`src/rtl/rdma_pkg.sv`:
```
package rdma_pkg;
   typedef enum logic [1:0] {
      SEL_MEM    = 2'd0,
      SEL_FIX    = 2'd1,
      SEL_LIVE   = 2'd2,
      SEL_RELOAD = 2'd3
   } rdma_sel_e;
endpackage

```
`src/rtl/rdma_step_calc.sv`:
```
module rdma_step_calc #(
   parameter int ADDR_W       = 24,
   parameter int CNT_W        = 8,
   parameter bit SHIFT_REWIND = 1'b1
) (
   input  logic              size_word,
   input  logic              addr_down,
   input  logic [CNT_W-1:0]  reload,
   output logic [ADDR_W-1:0] delta,
   output logic [ADDR_W-1:0] rewind
);
   localparam int SPAN_W = CNT_W + 1;

   if (ADDR_W <= SPAN_W + 1) begin : g_bad_width
      $error("ADDR_W must exceed CNT_W + 2");
   end

   logic [SPAN_W-1:0] span;
   logic [ADDR_W-1:0] mag;
   logic [ADDR_W-1:0] rew_mag;

   // a zero reload stands for the full 2^CNT_W transfers
   assign span = (reload == '0) ? SPAN_W'(1) << CNT_W : {1'b0, reload};
   assign mag  = size_word ? ADDR_W'(2) : ADDR_W'(1);

   if (SHIFT_REWIND) begin : g_shift
      assign rew_mag = ADDR_W'(span) << size_word;
   end else begin : g_mult
      assign rew_mag = ADDR_W'(span) * mag;
   end

   assign delta  = addr_down ? (~mag + ADDR_W'(1))     : mag;
   assign rewind = addr_down ? (~rew_mag + ADDR_W'(1)) : rew_mag;
endmodule

```
`src/rtl/rdma_count.sv`:
```
module rdma_count #(
   parameter int CNT_W = 8
) (
   input  logic             clk,
   input  logic             rst_n,
   input  logic             wr_live,
   input  logic             wr_reload,
   input  logic [CNT_W-1:0] wr_val,
   input  logic             adv,
   output logic [CNT_W-1:0] reload,
   output logic             blk_end
);
   if (CNT_W < 2) begin : g_bad_cnt
      $error("CNT_W must be at least 2");
   end

   logic [CNT_W-1:0] live;

   assign blk_end = adv && (live == CNT_W'(1));

   always_ff @(posedge clk or negedge rst_n) begin
      if (!rst_n) begin
         live   <= '0;
         reload <= '0;
      end else begin
         if (wr_reload) reload <= wr_val;
         if (wr_live)        live <= wr_val;
         else if (blk_end)   live <= reload;
         else if (adv)       live <= live - CNT_W'(1);
      end
   end


   reload_chk: assert property (@(posedge clk) disable iff (!rst_n)
      (blk_end && !wr_live) |=> (live == $past(reload)));


   count_dec_chk: assert property (@(posedge clk) disable iff (!rst_n)
      (adv && !blk_end && !wr_live) |=> (live == $past(live) - CNT_W'(1)));


   count_hold_chk: assert property (@(posedge clk) disable iff (!rst_n)
      (!adv && !wr_live) |=> $stable(live));
endmodule

```
`src/rtl/rdma_maddr.sv`:
```
module rdma_maddr #(
   parameter int ADDR_W = 24
) (
   input  logic              clk,
   input  logic              rst_n,
   input  logic              wr,
   input  logic [ADDR_W-1:0] wr_val,
   input  logic              adv,
   input  logic              blk_end,
   input  logic [ADDR_W-1:0] delta,
   input  logic [ADDR_W-1:0] rewind,
   output logic [ADDR_W-1:0] addr
);
   logic [ADDR_W-1:0] stepped;

   assign stepped = addr + delta;

   always_ff @(posedge clk or negedge rst_n) begin
      if (!rst_n)       addr <= '0;
      else if (wr)      addr <= wr_val;
      else if (blk_end) addr <= stepped - rewind;
      else if (adv)     addr <= stepped;
   end


   addr_hold_chk: assert property (@(posedge clk) disable iff (!rst_n)
      (!wr && !adv) |=> $stable(addr));


   addr_step_chk: assert property (@(posedge clk) disable iff (!rst_n)
      (adv && !blk_end && !wr) |=> (addr == $past(addr) + $past(delta)));
endmodule

```
`src/rtl/rpt_dma_addr_unit.sv`:
```
module rpt_dma_addr_unit #(
   parameter int ADDR_W       = 24,
   parameter int FIX_W        = 16,
   parameter int CNT_W        = 8,
   parameter bit SHIFT_REWIND = 1'b1
) (
   input  logic              clk,
   input  logic              rst_n,
   input  logic              wr_en,
   input  logic [1:0]        wr_sel,
   input  logic [ADDR_W-1:0] wr_data,
   input  logic              chan_en,
   input  logic              size_word,
   input  logic              addr_down,
   input  logic              mem_is_src,
   input  logic              xfer_done,
   output logic [ADDR_W-1:0] src_addr,
   output logic [ADDR_W-1:0] dst_addr,
   output logic              wrap_pulse
);
   import rdma_pkg::*;

   localparam int HI_W = ADDR_W - FIX_W;

   if (FIX_W >= ADDR_W || CNT_W >= FIX_W) begin : g_bad_cfg
      $error("need CNT_W < FIX_W < ADDR_W");
   end

   rdma_sel_e         sel;
   logic              adv;
   logic              blk_end;
   logic [CNT_W-1:0]  reload;
   logic [ADDR_W-1:0] delta;
   logic [ADDR_W-1:0] rewind;
   logic [ADDR_W-1:0] mem_addr;
   logic [FIX_W-1:0]  fix_lo;
   logic [ADDR_W-1:0] fix_addr;

   assign sel      = rdma_sel_e'(wr_sel);
   assign adv      = chan_en && xfer_done && !wr_en;
   assign fix_addr = {{HI_W{1'b1}}, fix_lo};

   always_ff @(posedge clk or negedge rst_n) begin
      if (!rst_n) begin
         fix_lo     <= '0;
         wrap_pulse <= 1'b0;
      end else begin
         if (wr_en && sel == SEL_FIX) fix_lo <= wr_data[FIX_W-1:0];
         wrap_pulse <= blk_end;
      end
   end

   rdma_step_calc #(.ADDR_W(ADDR_W), .CNT_W(CNT_W), .SHIFT_REWIND(SHIFT_REWIND)) u_step (
      .size_word (size_word),
      .addr_down (addr_down),
      .reload    (reload),
      .delta     (delta),
      .rewind    (rewind)
   );

   rdma_count #(.CNT_W(CNT_W)) u_count (
      .clk       (clk),
      .rst_n     (rst_n),
      .wr_live   (wr_en && sel == SEL_LIVE),
      .wr_reload (wr_en && sel == SEL_RELOAD),
      .wr_val    (wr_data[CNT_W-1:0]),
      .adv       (adv),
      .reload    (reload),
      .blk_end   (blk_end)
   );

   rdma_maddr #(.ADDR_W(ADDR_W)) u_maddr (
      .clk     (clk),
      .rst_n   (rst_n),
      .wr      (wr_en && sel == SEL_MEM),
      .wr_val  (wr_data),
      .adv     (adv),
      .blk_end (blk_end),
      .delta   (delta),
      .rewind  (rewind),
      .addr    (mem_addr)
   );

   assign src_addr = mem_is_src ? mem_addr : fix_addr;
   assign dst_addr = mem_is_src ? fix_addr : mem_addr;


   fix_hi_chk: assert property (@(posedge clk) disable iff (!rst_n)
      (mem_is_src ? dst_addr[ADDR_W-1:FIX_W] : src_addr[ADDR_W-1:FIX_W]) == {HI_W{1'b1}});


   wrap_cause_chk: assert property (@(posedge clk) disable iff (!rst_n)
      wrap_pulse |-> $past(chan_en && xfer_done && !wr_en));


   wr_prio_chk: assert property (@(posedge clk) disable iff (!rst_n)
      (wr_en && xfer_done) |=> !wrap_pulse);
endmodule

```
`config.mk`:
```
export PLATFORM = sky130hd
export DESIGN_NAME = rpt_dma_addr_unit
export DESIGN_NICKNAME = d
export VERILOG_FILES = /design/src/rtl/rdma_pkg.sv /design/src/rtl/rdma_step_calc.sv /design/src/rtl/rdma_count.sv /design/src/rtl/rdma_maddr.sv /design/src/rtl/rpt_dma_addr_unit.sv
export SDC_FILE = /design/constraint.sdc
export NUM_CORES = 1
export LEC_CHECK = 0
export BUFFER_PORTS_ARGS = -buffer_cell sky130_fd_sc_hd__buf_4
export CAP_MARGIN = 20
export CELL_PAD_IN_SITES_DETAIL_PLACEMENT = 1
export CELL_PAD_IN_SITES_GLOBAL_PLACEMENT = 1
export CORE_MARGIN = 1
export CORE_UTILIZATION = 32
export DETAILED_ROUTE_END_ITERATION = 6
export MAX_ROUTING_LAYER = met4
export PLACE_DENSITY = 0.73
export SYNTH_ARGS = -nofsm -noshare
export SYNTH_HDL_FRONTEND = slang
export SYNTH_SLANG_ARGS = --single-unit
```
`constraint.sdc`:
```
create_clock -name clk -period 10.4 [get_ports clk]
set_clock_uncertainty 0.05 [all_clocks]
set_input_delay 1.56 -clock clk [delete_from_list [all_inputs] [get_ports clk]]
set_output_delay 1.56 -clock clk [all_outputs]
set_load 0.02 [all_outputs]
```
==> qor.csv <==
metric,value,unit
Die Ht,137,µm
worst-skew pair later-pin latency,340,ps
min-delay src,fix_lo[6],
"EDFF count, synth",0,
Most used DFF post-synth,dfrtp_1,
Leak,0.00310,µW
Port Buffers,82,
Yosys warning total,0,
largest net degree at the start of global routing,58,
clk slew on worst S/H paths,50,ps
"Seq/Total Area, Yosys",0.246,
crit path kind,input pin to flip-flop,
worst hold path class,flip-flop to flip-flop,
GRT met2 Usage,0.349,
CP arrival,6840,ps
Hold Crit Depth,1,
DRT antenna net count,0,
"Hold Vio Cnt, Final",0,
flop2flop setup slack,5400,ps
per-cell routed wire length,18.9,µm
syn nets,744,
Multi-input gate area,0.00418,mm²
Worst R2R Start,u_maddr.addr[0],
Layout fillers,2049,
chip width,137,µm
clock root buffer,clkbuf_16,
largest buffer count on any clock path,2,
Via Count,5425,
routing usage on met1,0.260,
vias per inst,5.66,
Max Freq,151,MHz
"Avg Cell Area, Syn",8.79,µm²
"most common cell after layout, fill and taps aside",buf_4,
hold slack,473,ps
final slew viol count,0,
"Min Clock Period, post-route",6620,ps
Slew @ Worst Pin,814,ps
Int Pwr,1130,µW
switching share of power,0.468,
RSZ-0062 raised after global routing,false,
Cell variety after synth,76,
row cnt,48,
Seq pwr share,0.172,
routability congestion estimate,0.845,
global route hottest layer,met2,
die area,0.0187,mm²
Worst setup SP type,input pin,
CP startpoint,addr_down,
Synth Cell Area,0.00580,mm²
core box area,0.0175,mm²
PwrDens,307,mW/mm²
setup bufs post-CTS,0,
ys async rst share,1.00,
initial antenna violation count,0,
Routed WL,18.1,mm
Worst slew margin,0.457,
P_sw,999,µW
met3 Usage GRT,0.0307,
Sink Count,57,
"Worst Setup Slack, final",3780,ps
number of global-route vias before repair,5563,
status,"complete, no violations",
Max VDD drop,122,µV
final worst-path cycle share,0.636,
starting density of the core,0.332,
Worst R2R Path Depth,19,
Clk network pwr share,0.144,
required time of the critical path,10620,ps
maximum fanout along the worst path,40,
Yosys reg bits,57,
most frequent cells in the layout,"buf_4, o21ai_0, mux2_2, dfrtp_1, a21oi_1",
design area,0.00695,mm²
drt first-iter violations,358,
Comb pwr share,0.684,
ANT cells,0,
DP HPWL,13.0,mm
first-pass GRT wire length,29.4,mm
drc violations,0,
grt ovf,0,
cell count after synthesis,660,
Setup WS pre-CTS,3530,ps
CTS resizes,0,
hold_buf cts,0,
Max-cap violations,0,
H-tree Lvls,3,
CTS Buf Count,9,
CTS tree,built,
Final nets,814,
I/O pins,83,
Setup TNS,0,ps
Tot GR Track Use,0.211,
Area Overhead vs Synth,19.7,%
Worst Setup End Kind,flip-flop,
Final setup viols,0,
Pre-antenna DRT Iters,6,
placed cell area,0.00662,mm²
fraction of layout cells with a size suffix above 1,0.259,
register area,0.00143,mm²
-- power groups by stage --
stage                     registers, µW  clock network, µW  logic [µW]
final                               367                308        1460
after global routing                379                325        1610
after floorplan                     335                  0        1110
after global placement              367                  0        1420
after detailed placement            370                  0        1440
after CTS                           367                313        1450
-- final timing paths --
path / to
max in group asynchronous: u_count.live[7]
min in group asynchronous: fix_lo[8]
min: fix_lo[6]
max: u_maddr.addr[23]
max reg2reg: u_maddr.addr[23]
min reg2reg: fix_lo[6]
-- synthesized netlist by cell type, drive strengths merged (3+ instances only) --
library cell	number	area share
nor2	44	0.030
xor2	16	0.024
nand2	38	0.025
a21o	15	0.019
nor2b	6	0.0065
a211oi	8	0.011
a21oi	56	0.048
buf	6	0.0058
or2	10	0.011
o211ai	9	0.013
ha	48	0.10
inv	22	0.014
o21a	6	0.0078
o21bai	10	0.013
a222oi	5	0.0086
a22oi	24	0.031
nand3	9	0.0078
nor3	12	0.013
clkbuf	22	0.014
xnor2	26	0.039
a221o	3	0.0052
a31o	3	0.0045
and3	3	0.0032
o21ai	60	0.052
or3	5	0.0080
mux2i	10	0.019
mux2	58	0.11
nand3b	3	0.0039
nand2b	17	0.018
and2	4	0.0043
dfrtp	57	0.25
-- layout make-up --
type,count,area share
multi-input combinational,552,0.602
sequential,57,0.205
timing repair buffer,87,0.0969
tap,225,0.0405
clock buffer,12,0.0369
inverter,23,0.0124
clock inverter,3,0.00576
-- metal layers --
layer | routed length [µm] | share of wire | vias up
li1 | - | - | 2602
met1 | 8300 | 0.46 | 2689
met2 | 8790 | 0.48 | 104
met3 | 601 | 0.033 | 30
met4 | 437 | 0.024 | 0
met5 | 0 | 0 | -
-- stage by stage --
step | cells | power, µW | util
global route | 959 | 2310 | 0.397
detailed placement | 943 | 1810 | 0.379
global placement | 943 | 1790 | 0.379
finish | 959 | 2130 | 0.397
CTS | 958 | 2130 | 0.396
floorplan | 660 | 1450 | -
-- worst max-delay path, cell delays in order --
cell	delay [ps]
buf_4	410
clkinv_1	450
nand2_1	240
ha_1	270
a211oi_1	200
o21bai_1	150
a211oi_2	390
o21bai_1	110
a21o_1	210
a21o_1	200
a21oi_1	220
xnor2_1	120
ha_1	330
o21ai_0	110
o21bai_1	150
a21o_1	150
a31oi_1	110
maj3_4	380
o311a_1	390
o21ai_2	120
or4b_1	450
o211ai_2	70
-- state kept, by name (all words and copies together) (netlist names) --
| register | flops |
|---|---|
| u_count.reload | 8 |
| u_maddr.addr | 24 |
| wrap_pulse | 1 |
| u_count.live | 8 |
| fix_lo | 16 |
-- logic make-up after synthesis --
family,after synthesis,synth area share
AOI/OAI and AO/OA,226,0.255
and+or+nand+nor,164,0.152
muxes,68,0.132
DFF,57,0.246
buffers and inverters,51,0.0349
adders and majority gates,51,0.113
xor gates and xnor gates,43,0.0673
(Power assumes the default switching activity.)
